`src/rtl/rwb_pkg.sv`:
```
package rwb_pkg;

    localparam int DW = 32;

    typedef enum logic [1:0] {
        NW_NONE = 2'd0,
        NW_B    = 2'd1,
        NW_H    = 2'd2,
        NW_W    = 2'd3
    } native_e;

    typedef enum logic [1:0] {
        ST_IDLE  = 2'd0,
        ST_RUN   = 2'd1,
        ST_WBACK = 2'd2
    } state_e;

    // CPU size code to byte count
    function automatic logic [2:0] size_bytes(input logic [1:0] sz);
        case (sz)
            2'd0:    return 3'd1;
            2'd1:    return 3'd2;
            default: return 3'd4;
        endcase
    endfunction

    function automatic logic [2:0] native_bytes(input native_e w);
        case (w)
            NW_B:    return 3'd1;
            NW_H:    return 3'd2;
            NW_W:    return 3'd4;
            default: return 3'd0;
        endcase
    endfunction

    // Bytes handled by the next step: a word splits into halves, a half into bytes
    function automatic logic [2:0] chunk_len(input logic [2:0] rem, input logic [2:0] nb);
        logic [2:0] lim;
        if (rem == 3'd4 && nb == 3'd4) return 3'd4;
        lim = (rem == 3'd4) ? 3'd2 : ((rem == 3'd3) ? 3'd1 : rem);
        return (nb >= lim) ? lim : nb;
    endfunction

    function automatic logic [DW-1:0] byte_mask(input logic [2:0] n);
        case (n)
            3'd1:    return 32'h0000_00FF;
            3'd2:    return 32'h0000_FFFF;
            3'd4:    return 32'hFFFF_FFFF;
            default: return 32'h0000_0000;
        endcase
    endfunction

    // Default striped table: byte, halfword, word, empty
    function automatic native_e stripe_code(input logic [1:0] s);
        case (s)
            2'd0:    return NW_B;
            2'd1:    return NW_H;
            2'd2:    return NW_W;
            default: return NW_NONE;
        endcase
    endfunction

endpackage

```
`src/rtl/rwb_lookup.sv`:
```
module rwb_lookup
    import rwb_pkg::*;
#(
    parameter int              SLOTS      = 128,
    parameter int              AW         = 10,
    parameter bit              USE_STRIPE = 1'b1,
    parameter logic [2*SLOTS-1:0] WMAP    = '0
) (
    input  logic [AW-1:0] addr,
    output native_e       width,
    output logic          bad
);
    localparam int IW    = $clog2(SLOTS);
    localparam int LIMIT = SLOTS * 4;

    native_e         tab [SLOTS];
    logic            in_range;
    logic [IW-1:0]   slot;

    for (genvar s = 0; s < SLOTS; s++) begin : g_slot
        if (USE_STRIPE) begin : g_stripe
            assign tab[s] = stripe_code(2'(s));
        end else begin : g_map
            assign tab[s] = native_e'(WMAP[2*s +: 2]);
        end
    end

    assign in_range = ({{(32-AW){1'b0}}, addr} < 32'(LIMIT));
    assign slot     = addr[IW+1:2];
    assign width    = in_range ? tab[slot] : NW_NONE;
    assign bad      = (width == NW_NONE);

endmodule

```
`src/rtl/rwb_lane.sv`:
```
module rwb_lane
    import rwb_pkg::*;
(
    input  logic [2:0]    nb,
    input  logic [2:0]    clen,
    input  logic [1:0]    lo,
    input  logic [DW-1:0] nat_val,
    input  logic [DW-1:0] wr_piece,
    output logic [DW-1:0] rd_piece,
    output logic [DW-1:0] nat_new
);
    logic [2:0]    idx;
    logic [1:0]    pos;
    logic [DW-1:0] m;
    logic [DW-1:0] sm;

    always_comb begin
        // idx: lane number counted from the most significant byte
        idx = 3'd0;
        if (nb == 3'd2 && clen == 3'd1)      idx = {2'b00, lo[0]};
        else if (nb == 3'd4 && clen == 3'd1) idx = {1'b0, lo};
        else if (nb == 3'd4 && clen == 3'd2) idx = (lo == 2'd0) ? 3'd0 : 3'd2;
        pos      = 2'(nb - idx - clen);
        m        = byte_mask(clen);
        sm       = m << {pos, 3'b000};
        rd_piece = (nat_val >> {pos, 3'b000}) & m;
        nat_new  = (nat_val & ~sm) | ((wr_piece & m) << {pos, 3'b000});
    end

endmodule

```
`src/rtl/regwidth_bridge.sv`:
```
module regwidth_bridge
    import rwb_pkg::*;
#(
    parameter int                 SLOTS      = 128,
    parameter int                 AW         = 10,
    parameter bit                 USE_STRIPE = 1'b1,
    parameter logic [2*SLOTS-1:0] WMAP       = '0
) (
    input  logic          clk,
    input  logic          rst,
    input  logic          cpu_req,
    input  logic          cpu_we,
    input  logic [1:0]    cpu_size,
    input  logic [AW-1:0] cpu_addr,
    input  logic [31:0]   cpu_wdata,
    output logic          cpu_done,
    output logic          cpu_err,
    output logic [31:0]   cpu_rdata,
    output logic          reg_req,
    output logic          reg_we,
    output logic [1:0]    reg_size,
    output logic [AW-1:0] reg_addr,
    output logic [31:0]   reg_wdata,
    input  logic [31:0]   reg_rdata
);
    state_e        state;
    logic          we_q;
    logic [AW-1:0] addr_q;
    logic [2:0]    rem_q;
    logic [DW-1:0] wdat_q;
    logic [DW-1:0] acc_q;
    logic [DW-1:0] hold_q;
    logic [AW-1:0] hold_addr;
    native_e       hold_w;
    logic          done_q;
    logic          err_q;
    logic [DW-1:0] rdata_q;

    native_e       nw;
    logic          bad;
    logic [2:0]    nb;
    logic [2:0]    clen;
    logic [2:0]    rem_n;
    logic [DW-1:0] piece_w;
    logic [DW-1:0] piece_r;
    logic [DW-1:0] merged;
    logic [DW-1:0] acc_n;
    logic [AW-1:0] base;

    rwb_lookup #(
        .SLOTS(SLOTS), .AW(AW), .USE_STRIPE(USE_STRIPE), .WMAP(WMAP)
    ) u_look (
        .addr(addr_q), .width(nw), .bad(bad)
    );

    assign nb      = native_bytes(nw);
    assign clen    = chunk_len(rem_q, nb);
    assign rem_n   = rem_q - clen;
    assign piece_w = wdat_q >> {rem_n, 3'b000};
    assign base    = addr_q & ~{{(AW-3){1'b0}}, nb - 3'd1};
    assign acc_n   = (acc_q << {clen, 3'b000}) | piece_r;

    rwb_lane u_lane (
        .nb(nb), .clen(clen), .lo(addr_q[1:0]),
        .nat_val(reg_rdata), .wr_piece(piece_w),
        .rd_piece(piece_r), .nat_new(merged)
    );

    always_ff @(posedge clk) begin
        if (rst) begin
            state     <= ST_IDLE;
            we_q      <= 1'b0;
            addr_q    <= '0;
            rem_q     <= '0;
            wdat_q    <= '0;
            acc_q     <= '0;
            hold_q    <= '0;
            hold_addr <= '0;
            hold_w    <= NW_NONE;
            done_q    <= 1'b0;
            err_q     <= 1'b0;
            rdata_q   <= '0;
        end else begin
            done_q <= 1'b0;
            err_q  <= 1'b0;
            unique case (state)
                ST_IDLE: begin
                    if (cpu_req) begin
                        addr_q <= cpu_addr;
                        we_q   <= cpu_we;
                        rem_q  <= size_bytes(cpu_size);
                        wdat_q <= cpu_wdata;
                        acc_q  <= '0;
                        state  <= ST_RUN;
                    end
                end
                ST_RUN: begin
                    if (bad) begin
                        done_q  <= 1'b1;
                        err_q   <= 1'b1;
                        rdata_q <= '0;
                        state   <= ST_IDLE;
                    end else begin
                        rem_q  <= rem_n;
                        addr_q <= addr_q + AW'(clen);
                        acc_q  <= acc_n;
                        if (we_q && clen != nb) begin
                            hold_q    <= merged;
                            hold_addr <= base;
                            hold_w    <= nw;
                            state     <= ST_WBACK;
                        end else if (rem_n == 3'd0) begin
                            done_q  <= 1'b1;
                            rdata_q <= we_q ? '0 : acc_n;
                            state   <= ST_IDLE;
                        end
                    end
                end
                ST_WBACK: begin
                    if (rem_q == 3'd0) begin
                        done_q  <= 1'b1;
                        rdata_q <= '0;
                        state   <= ST_IDLE;
                    end else begin
                        state <= ST_RUN;
                    end
                end
                default: state <= ST_IDLE;
            endcase
        end
    end

    always_comb begin
        reg_req   = 1'b0;
        reg_we    = 1'b0;
        reg_size  = NW_NONE;
        reg_addr  = base;
        reg_wdata = merged;
        if (state == ST_RUN && !bad) begin
            reg_req  = 1'b1;
            reg_we   = we_q && (clen == nb);
            reg_size = nw;
        end else if (state == ST_WBACK) begin
            reg_req   = 1'b1;
            reg_we    = 1'b1;
            reg_size  = hold_w;
            reg_addr  = hold_addr;
            reg_wdata = hold_q;
        end
    end

    assign cpu_done  = done_q;
    assign cpu_err   = err_q;
    assign cpu_rdata = rdata_q;

endmodule

```
`config.mk`:
```
export PLATFORM = sky130hd
export DESIGN_NAME = regwidth_bridge
export DESIGN_NICKNAME = d
export VERILOG_FILES = /design/src/rtl/rwb_pkg.sv /design/src/rtl/rwb_lookup.sv /design/src/rtl/rwb_lane.sv /design/src/rtl/regwidth_bridge.sv
export SDC_FILE = /design/constraint.sdc
export NUM_CORES = 1
export LEC_CHECK = 0
export BUFFER_PORTS_ARGS = -buffer_cell sky130_fd_sc_hd__buf_2
export CORE_MARGIN = 10
export CORE_UTILIZATION = 55
export CTS_CLUSTER_SIZE = 24
export DETAILED_ROUTE_END_ITERATION = 10
export PLACE_DENSITY = 0.89
export SLEW_MARGIN = 10
export SYNTH_ARGS = -nofsm -noshare
export SYNTH_HDL_FRONTEND = slang
export SYNTH_HIERARCHICAL = 1
export SYNTH_SLANG_ARGS = --single-unit
```
`constraint.sdc`:
```
create_clock -name clk -period 7.6 [get_ports clk]
set_clock_uncertainty 0.2 [all_clocks]
set_input_delay 0.38 -clock clk [delete_from_list [all_inputs] [get_ports clk]]
set_output_delay 0.38 -clock clk [all_outputs]
set_load 0.02 [all_outputs]
```
# Yosys cells after proc, flatten, opt, wreduce, memory -nomap -nowiden
# Memories as Yosys holds them, arrays and structs flattened.
# Cells that the tools add are included.
# Widths: inputs -> output; s select.
op_classes:
  addsub: 5
  order_cmp: 3
  eq_ne: 21
  n_shift: 5
  mux: 52
  bitwise: 11
  n_reduce_logical: 22
ops:
  columns: ["op", "count"]
  rows:
  - ["$mux 32", 9]
  - ["$pmux 32 s2", 2]
  - ["$and 32x32->32", 3]
  - ["$pmux 32 s3", 1]
  - ["$or 32x32->32", 2]
  - ["$shl 32x5->32", 2]
  - ["$mux 10", 4]
  - ["$not 32->32", 1]
  - ["$shl 32x6->32", 1]
  - ["$shr 32x5->32", 1]
  - ["$shr 32x6->32", 1]
  - ["$mux 2", 13]
  - ["$mux 3", 7]
  - ["$pmux 10 s2", 1]
  - ["$pmux 3 s2", 2]
  - ["$add 10x3->10", 1]
  - ["$and 10x10->10", 1]
  - ["$lt 10x10->1 const B", 1]
  - ["$mux 1", 10]
  - ["$not 3->10", 1]
  - ["$eq 3x2->1 const B", 3]
  - ["$eq 3x3->1 const B", 3]
  - ["$pmux 3 s3", 1]
  - ["$ge 8x8->1 const B", 1]
  - ["25 further kinds", 47]
totals:
  register_bits: 158
  romBits: 256
  inputBits: 80
  output_inout_bits: 80
  mem_count: 1
mem_list:
  columns: ["name", "depth", "word_bits", "rd", "rd_clocked_by_memory_dff", "wr", "line_no", "rtl"]
  rows:
  - ["(no name shown)", 128, 2, 1, 0, 0, "rwb_lookup.sv:30", "assign width = in_range ? tab[slot] : NW_NONE;"]

# Logic depth before layout (Yosys ltp)
# Gate-level depths: netlist (run 1).
depth:
  word_depth: 26
  depth_mapped: 32
  depth_no_buf: 25

# Modules after synthesis
# Netlist (run 1), hierarchy kept.
modules_own_cells:
  columns: ["module", "n_inst", "cells_per_inst", "area_per_inst_um2", "seq_area_each_um2"]
  rows:
  - ["regwidth_bridge", 1, 1000, 8454.4, 3163.0]
  - ["rwb_lane", 1, 272, 1858.0, 0.0]
  - ["rwb_lookup", 1, 9, 57.6, 0.0]

# Least setup slack after synthesis (run 1)
# OpenSTA, ideal clock, no wires.
synth_path:
  path_kind: "register to output"
  startpoint: "register addr_q[3]"
  endpoint: "output reg_wdata[0]"
  arrival_ps: 6369
  slack_ps: 651
  stages_incl_launch_ff: 30
  path_cell_list: "dfxtp_1 inv_1 ha_1 nor2b_1 inv_1 ha_1 clkbuf_2 inv_1 ha_1 nor2b_2 o21a_1 buf_6 o21bai_1 a22oi_1 clkbuf_1 inv_1 buf_6 nor2_1 nand4_1 fa_1 inv_1 ha_1 or3_1 and2_0 clkbuf_2 or3_4 buf_6 a21oi_4 mux2_2 mux2_2"
synth_via:
  elab_chain_cells: 24
  word_cells_on_any_way: 42
  cone_classes: "add/sub: 3; order compare: 2; eq/ne: 8; shift: 3; mux: 13; bitwise: 5; reduce/logical: 7; memory: 1"
synth_lines:
  columns: ["item", "line_no", "rtl"]
  rows:
  - ["from (decl)", "regwidth_bridge.sv:28", "logic [AW-1:0] addr_q;"]
  - ["from (signal assigned)", "regwidth_bridge.sv:89", "addr_q <= cpu_addr;"]
  - ["from (signal assigned)", "regwidth_bridge.sv:105", "addr_q <= addr_q + AW'(clen);"]
  - ["$not 7->8 (implied by the code)", "rwb_lookup.sv:30", null]
  - ["$mem_v2 128x2", null, null]
  - ["$mux 2 (implied by the code) (2 in series)", "rwb_lookup.sv:30", null]
  - ["$mux 2 *", "rwb_lookup.sv:30", null]
  - ["via nw[1]", "regwidth_bridge.sv:39", "native_e nw;"]
  - ["$eq 2x2->1 / $eq 2x1->1 (equally long branches)", "rwb_pkg.sv:28", "case (w)"]
  - ["$pmux 3 s3 *", "rwb_pkg.sv:28", null]
  - ["via nb[0]", "regwidth_bridge.sv:41", "logic [2:0] nb;"]
  - ["(+4 left out)", null, null]
  - ["via clen[2]", "regwidth_bridge.sv:42", "logic [2:0] clen;"]
  - ["(+5 left out)", null, null]
  - ["$sub 2x2->2 (2 in series)", "rwb_lane.sv:23", "pos = 2'(nb - idx - clen);"]
  - ["$shl 32x5->32", "rwb_lane.sv:25", "sm = m << {pos, 3'b000};"]
  - ["$not 32->32", "rwb_lane.sv:27", "nat_new = (nat_val & ~sm) | ((wr_piece & m) << {pos, 3'b000});"]
  - ["$and 32x32->32", "rwb_lane.sv:27", null]
  - ["$or 32x32->32 *", "rwb_lane.sv:27", null]
  - ["via merged[0]", "regwidth_bridge.sv:46", "logic [DW-1:0] merged;"]
  - ["$mux 32", "regwidth_bridge.sv:143", "end else if (state == ST_WBACK) begin"]
  - ["$mux 32 *", "regwidth_bridge.sv:139", "if (state == ST_RUN && !bad) begin"]
  - ["to (decl)", "regwidth_bridge.sv:23", "output logic [31:0] reg_wdata,"]
# Mark *: on every way through the listed nets, which the timed path passes. The select of a mux whose other input is x is not followed.

# Worst setup path in the final report (run 1)
layout_path:
  startpoint: "register addr_q[3]"
  endpoint: "output reg_wdata[0]"
layout_via:
  elab_chain_cells: 24
  word_cells_on_any_way: 42
  cone_classes: "add/sub: 3; order compare: 2; eq/ne: 8; shift: 3; mux: 13; bitwise: 5; reduce/logical: 7; memory: 1"
layout_lines:
  columns: ["item", "line_no"]
  rows:
  - ["$not 7->8 (implied by the code)", "rwb_lookup.sv:30"]
  - ["$mem_v2 128x2", null]
  - ["$mux 2 (implied by the code) (2 in series)", "rwb_lookup.sv:30"]
  - ["$mux 2 *", "rwb_lookup.sv:30"]
  - ["via nw[1]", "regwidth_bridge.sv:39"]
  - ["$eq 2x2->1 / $eq 2x1->1 (equally long branches)", "rwb_pkg.sv:28"]
  - ["$pmux 3 s3 *", "rwb_pkg.sv:28"]
  - ["via nb[0]", "regwidth_bridge.sv:41"]
  - ["parallel branches: the longest is 14 deep, another holds $ge 3x3->1", null]
  - ["$or 32x32->32 *", "rwb_lane.sv:27"]
  - ["via merged[0]", "regwidth_bridge.sv:46"]
  - ["$mux 32", "regwidth_bridge.sv:143"]
  - ["$mux 32 *", "regwidth_bridge.sv:139"]
# Marks and branches as above.

==> results of run 1 <==
## layout by cell type (no fill, tap or decap), types with 28 or more instances in the layout
cell             n
buf_4           35
buf_2          158
o21ai_0         43
mux2i_1         85
dfxtp_1        158
a211oi_1        36
nor2_1         122
mux2_2          69
a21oi_1        106
nand3_1         36
dlygate4sd3_1   31
inv_1           28
nand2_1        156
## registers in the layout, summed over array words and instances (netlist names)
signal,cells
we_q,1
hold_w,2
hold_q,32
cpu_err,1
cpu_rdata,32
cpu_done,1
wdat_q,32
acc_q,32
state,2
hold_addr,10
rem_q,3
addr_q,10
## worst paths after layout
kind / from / endpoint / slack (ps) / cells after the start
setup / recovery: addr_q[3]$_SDFFE_PP0P_ / reg_wdata[0] / 490 / 22
hold / removal: cpu_wdata[10] / wdat_q[10]$_SDFFE_PP0P_ / 2 / 3
setup reg to reg: addr_q[3]$_SDFFE_PP0P_ / acc_q[12]$_SDFFE_PP0P_ / 960 / 25
hold reg to reg: hold_addr[0]$_SDFFE_PP0P_ / hold_addr[0]$_SDFFE_PP0P_ / 260 / 2
## worst max-delay path, stage by stage, from the launching register on
cell and delay [ps]:
dfxtp_1 470, inv_1 70, ha_1 310, nor2b_2 260
inv_1 130, ha_1 210, inv_1 110, ha_1 250
nor2b_2 210, o21a_2 350, mux2i_4 300, nor2b_1 200
nand4_1 130, fa_1 540, inv_1 50, ha_1 180
or3_1 360, and2_0 200, or3_4 530, a21oi_4 370
mux2_2 420, mux2_2 270, buf_2 160
## metrics by stage
stage	area, um^2	util, %	cells	hold slack [ps]
floorplan	10370	-	1281	236.6
CTS	12140	65.13	1667	4.071
finish	12160	65.21	1669	2.245
global placement	11260	60.38	1604	242.0
detailed placement	11260	60.38	1604	249.3
global route	12160	65.21	1669	20.52
## area by class of cell
| class | count | area (um^2) | share of cell area [%] |
|---|---|---|---|
| sequential | 158 | 3163 | 26.02 |
| antenna | 1 | 2.502 | 0.02058 |
| clock inverter | 15 | 150.1 | 1.235 |
| timing repair buffer | 224 | 1364 | 11.22 |
| clock buffer | 17 | 425.4 | 3.499 |
| inverter | 29 | 108.9 | 0.8954 |
| tap | 234 | 292.8 | 2.408 |
| multi-input combinational | 991 | 6650 | 54.70 |
## kinds of logic (layout without fill, tap and decap cells)
family	after synthesis	count (layout)	share of synthesized area, %
simple gates	460	460	20.97
flops	158	158	30.50
compound gates	346	346	23.25
buf+inv	132	285	5.767
mux	155	155	15.91
fa+ha+maj	24	24	3.089
other cells	0	1	0
xor+xnor	6	6	0.5068
## repair_timing
item / in CTS / in global routing
hold endpoints to repair: 31 / 0
endpoints found under the setup margin: 0 / 32
gates resized for setup: 0 / 2
hold buffers: 31 / 0
setup buffers: 0 / 1
## per-layer routing
layer  part of all wire [%]  track usage [%]  vias to the layer above  wire length, um
li1                       -                -                     4941                -
met1                     41            32.28                     4973            13880
met2                     48            44.22                      513            15980
met3                    7.1            4.476                      101             2379
met4                    3.6            11.09                        0             1220
met5                      0                0                        -                0
==> flow_summary_export.csv, run 1 <==
group,metric,value,unit
sta,min_period,7115,ps
cts,cts.path.max_buffers,2,
finish,nFillCells,1528,
yosys,synth_top_area_cell,"dfxtp_1",
sta,relSlewSlack,21.64,%
sta,period_share,93.61,%
detailed_routing,routed_wl,33460,um
grt,grt_pass1_wl,52680,um
cts,cts_tree,"built",
cts,clock_latency,440,ps
yosys,yosysMostFrequentCell,"dfxtp_1",
grt,track_usage,26.22,%
detailed_routing,drtPass1Iterations,5,
setup_path,worstPathArrival,6530,ps
grt,antenna_found_initial,1,
place,dp_hpwl,23930,um
place,dp_slack,752.4,ps
die,start_util,55.62,%
detailed_routing,via_per_inst,6.308,
sta,setup_viol,0,
die,dieHeight,157.3,um
yosys,syn_area,0.01037,mm^2
die,placementRows,50,
yosys,ys_seq_area_share,30.50,%
cts,cts_max_level,4,
yosys,yosys.cell_types.count,76,
sta,worst_slew_pin_slew,1175,ps
yosys,yosys_most_used_dff,"dfxtp_1",
yosys,syn_area_per_cell,8.095,um^2
place,gp_congestion,1.022,
place,io_buffers,159,
yosys,synth_warnings,6,
min_path,hold_class,"input pin to flop",
finish,nets,1524,
setup_path,cp-end-kind,"primary output",
die,die_w,157.3,um
detailed_routing,ant_nets,0,
sta,fin_ws,485.5,ps
die,num_io_pins,160,
finish,drive_above_1_share,22.80,%
yosys,syn_nets,1384,
detailed_routing,drcViolationCount,0,
sta,grt_setup_unrepaired,"no",
yosys,ys_ff_latch,158,
sta,hold_viol,0,
detailed_routing,drt_iter0_drc,1264,
yosys,syn_inst,1281,
sta,setup_tns,0,ps
cts,clock_sinks,158,
sta,slew_viol_final,0,
grt,grt_pass1_vias,10170,
outcome,status,"finished, final reports clean",
yosys,synth.top_cell.area_share,30.50,%
finish,synthToLayoutAreaGrowth,17.23,%
detailed_routing,num_vias,10530,
run,drv_cap,0,
grt,overflow,0,
cts,cts_root_buf,"clkbuf_16",
yosys,synthTopCellsByArea,"dfxtp_1, mux2i_1, mux2_2, nand2_1, a21oi_1",
setup_path,crit_path_start_kind,"flop",
cts,cts.reportedPaths.clkPinSlew,70,ps
yosys,synth_edf_count,0,
yosys,synth_commonest_cells,"dfxtp_1, nand2_1, nor2_1",
setup_path,path_max_fanout,20,
setup_path,crit_type,"flop to primary output",
grt,grt_max_degree,93,
die,die_area,0.02475,mm^2
die,coreArea,0.01864,mm^2
yosys,ys_async_sr_fraction,0,%
cts,cts_made_buffers,17,
sta,max_freq,140.6,MHz
setup_path,critPathRequiredTime,7020,ps
detailed_routing,avgRoutedWirePerCell,20.05,um
Power of run 1 is not shown: default switching activity piles up to over one toggle a cycle in this logic, so the estimate is an artifact.
==> run 2: changes to the inputs <==
--- a/config.mk
+++ b/config.mk
@@ -5,6 +5,7 @@
 export SDC_FILE = /design/constraint.sdc
 export NUM_CORES = 1
 export LEC_CHECK = 0
+export ABC_AREA = 1
 export BUFFER_PORTS_ARGS = -buffer_cell sky130_fd_sc_hd__buf_2
 export CORE_MARGIN = 10
 export CORE_UTILIZATION = 55
==> run 2 against run 1 <==
Against the previous run:
- sequential share of layout area grew 0.55 points
- area after synthesis grew 1.2%
- register-to-register slack gained 250 ps
- highest routed layer unchanged
- maximum frequency shrank 0.17%
- cell area shrank 2.1%
- critical endpoint is now reg_wdata[27]
==> flow_summary_export.csv, run 2 <==
group,metric,value,unit
sta,hold_viol,0,
detailed_routing,num_vias,11640,
sta,setup_viol,0,
yosys,synth.top_cell.area_share,30.14,%
outcome,status,"finished, final reports clean",
cts,clock_latency,440,ps
yosys,synth_top_area_cell,"dfxtp_1",
place,gp_congestion,1.020,
setup_path,cp-end-kind,"primary output",
yosys,yosys.cell_types.count,44,
setup_path,worstPathArrival,6550,ps
die,coreArea,0.01877,mm^2
cts,cts_max_level,4,
die,dieHeight,158.1,um
grt,grt_pass1_wl,54370,um
setup_path,crit_path_start_kind,"flop",
die,die_w,158.1,um
detailed_routing,routed_wl,33800,um
finish,nFillCells,1685,
sta,worst_slew_pin_slew,1143,ps
yosys,syn_inst,1693,
sta,setup_tns,0,ps
setup_path,worst_path_most_repeated_cell,"inv_1",
cts,cts_root_buf,"clkbuf_16",
grt,antenna_found_initial,0,
min_path,hold_class,"input pin to flop",
run,drv_cap,0,
yosys,syn_nets,1796,
finish,final_cell_mix,"nand2_1, nor2_1, buf_2",
finish,layout_commonest_cell,"nand2_1",
detailed_routing,drtPass1Iterations,6,
place,io_buffers,159,
yosys,syn_area_per_cell,6.198,um^2
yosys,synthTopCellsByArea,"dfxtp_1, nand2_1, nor2_1, o21ai_0, nand3_1",
die,placementRows,50,
setup_path,critPathRequiredTime,7020,ps
cts,cts_tree,"built",
cts,cts_made_buffers,17,
finish,synthToLayoutAreaGrowth,13.45,%
cts,cts.path.max_buffers,2,
grt,grt_max_degree,68,
setup_path,critPathTopFamily,"buffers and inverters",
sta,slew_viol_final,0,
detailed_routing,avgRoutedWirePerCell,16.61,um
sta,min_period,7127,ps
yosys,yosys_most_used_dff,"dfxtp_1",
setup_path,crit_type,"flop to primary output",
yosys,ys_ff_latch,158,
grt,grt_pass1_vias,10910,
detailed_routing,drcViolationCount,0,
finish,nets,1891,
sta,grt_setup_unrepaired,"no",
setup_path,slowest_delay,870,ps
yosys,yosysMostFrequentCell,"nand2_1",
grt,overflow,0,
place,dp_hpwl,24420,um
cts,cts.reportedPaths.clkPinSlew,70,ps
setup_path,path_max_fanout,21,
cts,cts_setup_buffers,0,
setup_path,slowest_stage,"a2111oi_0",
yosys,syn_area,0.01049,mm^2
sta,period_share,93.77,%
setup_path,crit_buf_inv,10,
yosys,synth_warnings,6,
sta,relSlewSlack,23.52,%
grt,track_usage,26.63,%
yosys,ys_async_sr_fraction,0,%
yosys,synth_edf_count,0,
detailed_routing,drt_iter0_drc,1260,
finish,antenna_cells,0,
detailed_routing,via_per_inst,5.721,
yosys,ys_seq_area_share,30.14,%
die,num_io_pins,160,
die,die_area,0.02501,mm^2
finish,drive_above_1_share,16.66,%
cts,clock_sinks,158,
sta,max_freq,140.3,MHz
detailed_routing,ant_nets,0,
die,start_util,55.91,%
yosys,synth_commonest_cells,"nand2_1, nor2_1, dfxtp_1",
==> run 2: cell families after synthesis <==
kind of cell	Yosys count	synth area share [%]
buf+inv	207	8.489
fa+ha+maj	23	2.957
mux	42	4.412
compound gates	264	13.76
xor+xnor	2	0.1670
simple gates	997	40.07
flops	158	30.14
==> run 2: worst min-delay path, cell delays in order <==
cell and delay (ps):
buf_2 70, o21ai_0 70, nor2_1 90
==> run 2: path summary, 6_finish.rpt <==
kind                          startpoint                          to  slack [ps]  depth (start not counted)
hold reg to reg   acc_q[25]$_SDFFE_PP0P_      acc_q[25]$_SDFFE_PP0P_         270                          2
setup reg to reg  addr_q[3]$_SDFFE_PP0P_  cpu_rdata[26]$_SDFFE_PP0P_        1210                         35
setup / recovery  addr_q[3]$_SDFFE_PP0P_               reg_wdata[27]         470                         28
hold / removal             cpu_wdata[16]     wdat_q[16]$_SDFFE_PP0P_         0.3                          3
==> run 2: metal layers <==
layer	vias up	track usage, %	wire length [um]
met5	-	0	0
met3	119	4.830	2791
met2	578	44.50	16120
met4	0	11.65	1376
met1	5308	32.74	13520
li1	5637	-	-
==> run 2: area by class of cell <==
cell class	instances	area, um^2	area share, %
repair buffers	180	985.9	8.282
inverters	103	386.6	3.247
well taps	234	292.8	2.459
flip-flops and latches	158	3163	26.57
clock inverters	15	201.4	1.692
multi-input cells	1328	6450	54.18
clock buffers	17	425.4	3.573
==> run 2: timing repair <==
item	CTS	global route
resized for setup	0	0
hold buffers	8	0
hold endpoints to repair	8	0
==> run 2: through the flow <==
stage | worst slack [ps] | utilization [%] | hold slack [ps] | instances | instance area (um^2)
after floorplan | 2250 | - | 239.2 | 1693 | 10490
after global placement | 1335 | 59.67 | 252.5 | 1995 | 11200
after detailed placement | 1191 | 59.67 | 259.8 | 1995 | 11200
after CTS | 634.1 | 63.43 | 3.058 | 2035 | 11910
after global routing | 53.88 | 63.43 | 18.46 | 2035 | 11910
final | 473.3 | 63.43 | 0.2564 | 2035 | 11910
Power of run 2 is left out for the same reason.
==> run 3: changes to the inputs <==
--- a/config.mk
+++ b/config.mk
@@ -8,10 +8,10 @@
 export ABC_AREA = 1
 export BUFFER_PORTS_ARGS = -buffer_cell sky130_fd_sc_hd__buf_2
 export CORE_MARGIN = 10
-export CORE_UTILIZATION = 55
+export CORE_UTILIZATION = 50
 export CTS_CLUSTER_SIZE = 24
 export DETAILED_ROUTE_END_ITERATION = 10
-export PLACE_DENSITY = 0.89
+export PLACE_DENSITY = 0.83
 export SLEW_MARGIN = 10
 export SYNTH_ARGS = -nofsm -noshare
 export SYNTH_HDL_FRONTEND = slang
==> run 3 against run 2 <==
Against the previous run:
- hold slack better by 13 ps
- sequential share of layout area is 0.089 points lower
- sequential cell count stayed put
- critical path depth stayed put
- maximum frequency is 1.3% higher
- die area is 8.7% higher
- wire length is 1.6% higher
- cell area is 0.34% higher
- final cell count is 1.7% higher
- register-to-register slack hardly changed
- highest routed layer unchanged
==> flow_summary_export.csv, run 3 (synthesis gave the netlist of run 2 again) <==
group,metric,value,unit
outcome,status,"finished, final reports clean",
sta,period_share,92.55,%
finish,fin_area,0.01195,mm^2
cts,cts_made_buffers,17,
detailed_routing,avgRoutedWirePerCell,16.59,um
sta,setup_viol,0,
sta,slew_viol_final,0,
sta,max_freq,142.2,MHz
detailed_routing,routed_wl,34340,um
grt,overflow,0,
sta,min_period,7034,ps
finish,antenna_cells,0,
die,coreArea,0.02043,mm^2
finish,layout_commonest_cell,"nand2_1",
cts,cts_root_buf,"clkbuf_16",
cts,cts_tree,"built",
detailed_routing,drcViolationCount,0,
detailed_routing,drtPass1Iterations,6,
die,num_io_pins,160,
setup_path,path_max_fanout,21,
setup_path,crit_type,"flop to primary output",
sta,setup_tns,0,ps
sta,grt_setup_unrepaired,"no",
cts,cts_max_level,4,
setup_path,crit_path_start_kind,"flop",
setup_path,rr_startpoint,"addr_q[3]$_SDFFE_PP0P_",
sta,worst_slew_pin_slew,1170,ps
die,dieHeight,164.9,um
setup_path,slowest_delay,850,ps
sta,hold_viol,0,
grt,antenna_found_initial,0,
detailed_routing,ant_nets,0,
setup_path,worstPathArrival,6450,ps
run,drv_cap,0,
cts,cts.reportedPaths.clkPinSlew,70,ps
setup_path,worst_path_most_repeated_cell,"inv_1",
min_path,hold_start,"cpu_wdata[7]",
place,dp_hpwl,25130,um
die,die_area,0.02718,mm^2
detailed_routing,drt_iter0_drc,1233,
setup_path,cp-end-kind,"primary output",
finish,nFillCells,2033,
grt,grt_max_degree,116,
setup_path,crit_buf_inv,10,
setup_path,critPathTopFamily,"buffers and inverters",
place,gp_congestion,1.085,
sta,relSlewSlack,21.76,%
cts,clock_sinks,158,
cts,cts.path.max_buffers,2,
min_path,hold_class,"input pin to flop",
detailed_routing,num_vias,11560,
finish,final_cell_mix,"nand2_1, nor2_1, buf_2",
finish,final-instance-count-excl-fill,2070,
grt,grt_pass1_vias,10880,
place,dp_cells,2029,
finish,fin_util,58.47,%
detailed_routing,via_per_inst,5.586,
place,place_area,0.01122,mm^2
die,placementRows,52,
place,io_buffers,159,
finish,nets,1890,
finish,synthToLayoutAreaGrowth,13.83,%
setup_path,critPathRequiredTime,7020,ps
die,die_w,164.9,um
finish,drive_above_1_share,16.44,%
die,start_util,51.37,%
grt,track_usage,24.72,%
grt,grt_pass1_wl,54970,um
setup_path,crit_start,"addr_q[3]$_SDFFE_PP0P_",
cts,clock_latency,430,ps
setup_path,slowest_stage,"a2111oi_0",
[run 3: timing repair]
action / CTS / global route
hold endpoints to repair: 9 / 0
hold buffers: 9 / 0
setup buffers: 0 / 0
gates resized for setup: 0 / 0
[run 3: metrics by stage]
stage               setup WS [ps]  hold slack [ps]
floorplan                    2250            239.2
global placement             1158            253.1
detailed placement           1080            259.5
CTS                         578.4            4.849
global route                15.55            29.39
finish                      566.1            13.04
[run 3: cell type report]
cell class                      instances  area [um^2]  share of cell area (%)
Clock buffer                           21        460.4                   3.855
Clock inverter                         11        178.9                   1.498
Inverter                              103        386.6                   3.237
Multi-Input combinational cell       1328         6450                   54.00
Sequential cell                       158         3163                   26.48
Tap cell                              270        337.8                   2.828
Timing Repair Buffer                  179        968.4                   8.107
[run 3: worst reg2reg max path, delay by kind of cell, from the launching register on]
kind	cells	cell delay (ps)
buffers and inverters	11	1920
AND/OR/NAND/NOR	15	1530
AO/OA/AOI/OAI	4	660
adder cells (fa/ha/maj)	5	1590
flip-flops	1	450
[run 3: final timing paths]
check | end | slack, ps | depth (start not counted)
hold / removal | wdat_q[7]$_SDFFE_PP0P_ | 10 | 3
setup / recovery | reg_wdata[24] | 570 | 28
setup reg to reg | cpu_rdata[0]$_SDFFE_PP0P_ | 1200 | 35
hold reg to reg | acc_q[29]$_SDFFE_PP0P_ | 270 | 2
[run 3: layer usage]
metal  track usage [%]  part of all wire, %  up-vias  wire length, um
li1                  -                    -     5630                -
met1             30.62                   41     5247            13940
met2             40.98                   48      580            16350
met3             4.730                  8.4      107             2868
met4             10.75                  3.5        0             1185
met5                 0                    0        -                0
Power of run 3 is left out for the same reason.
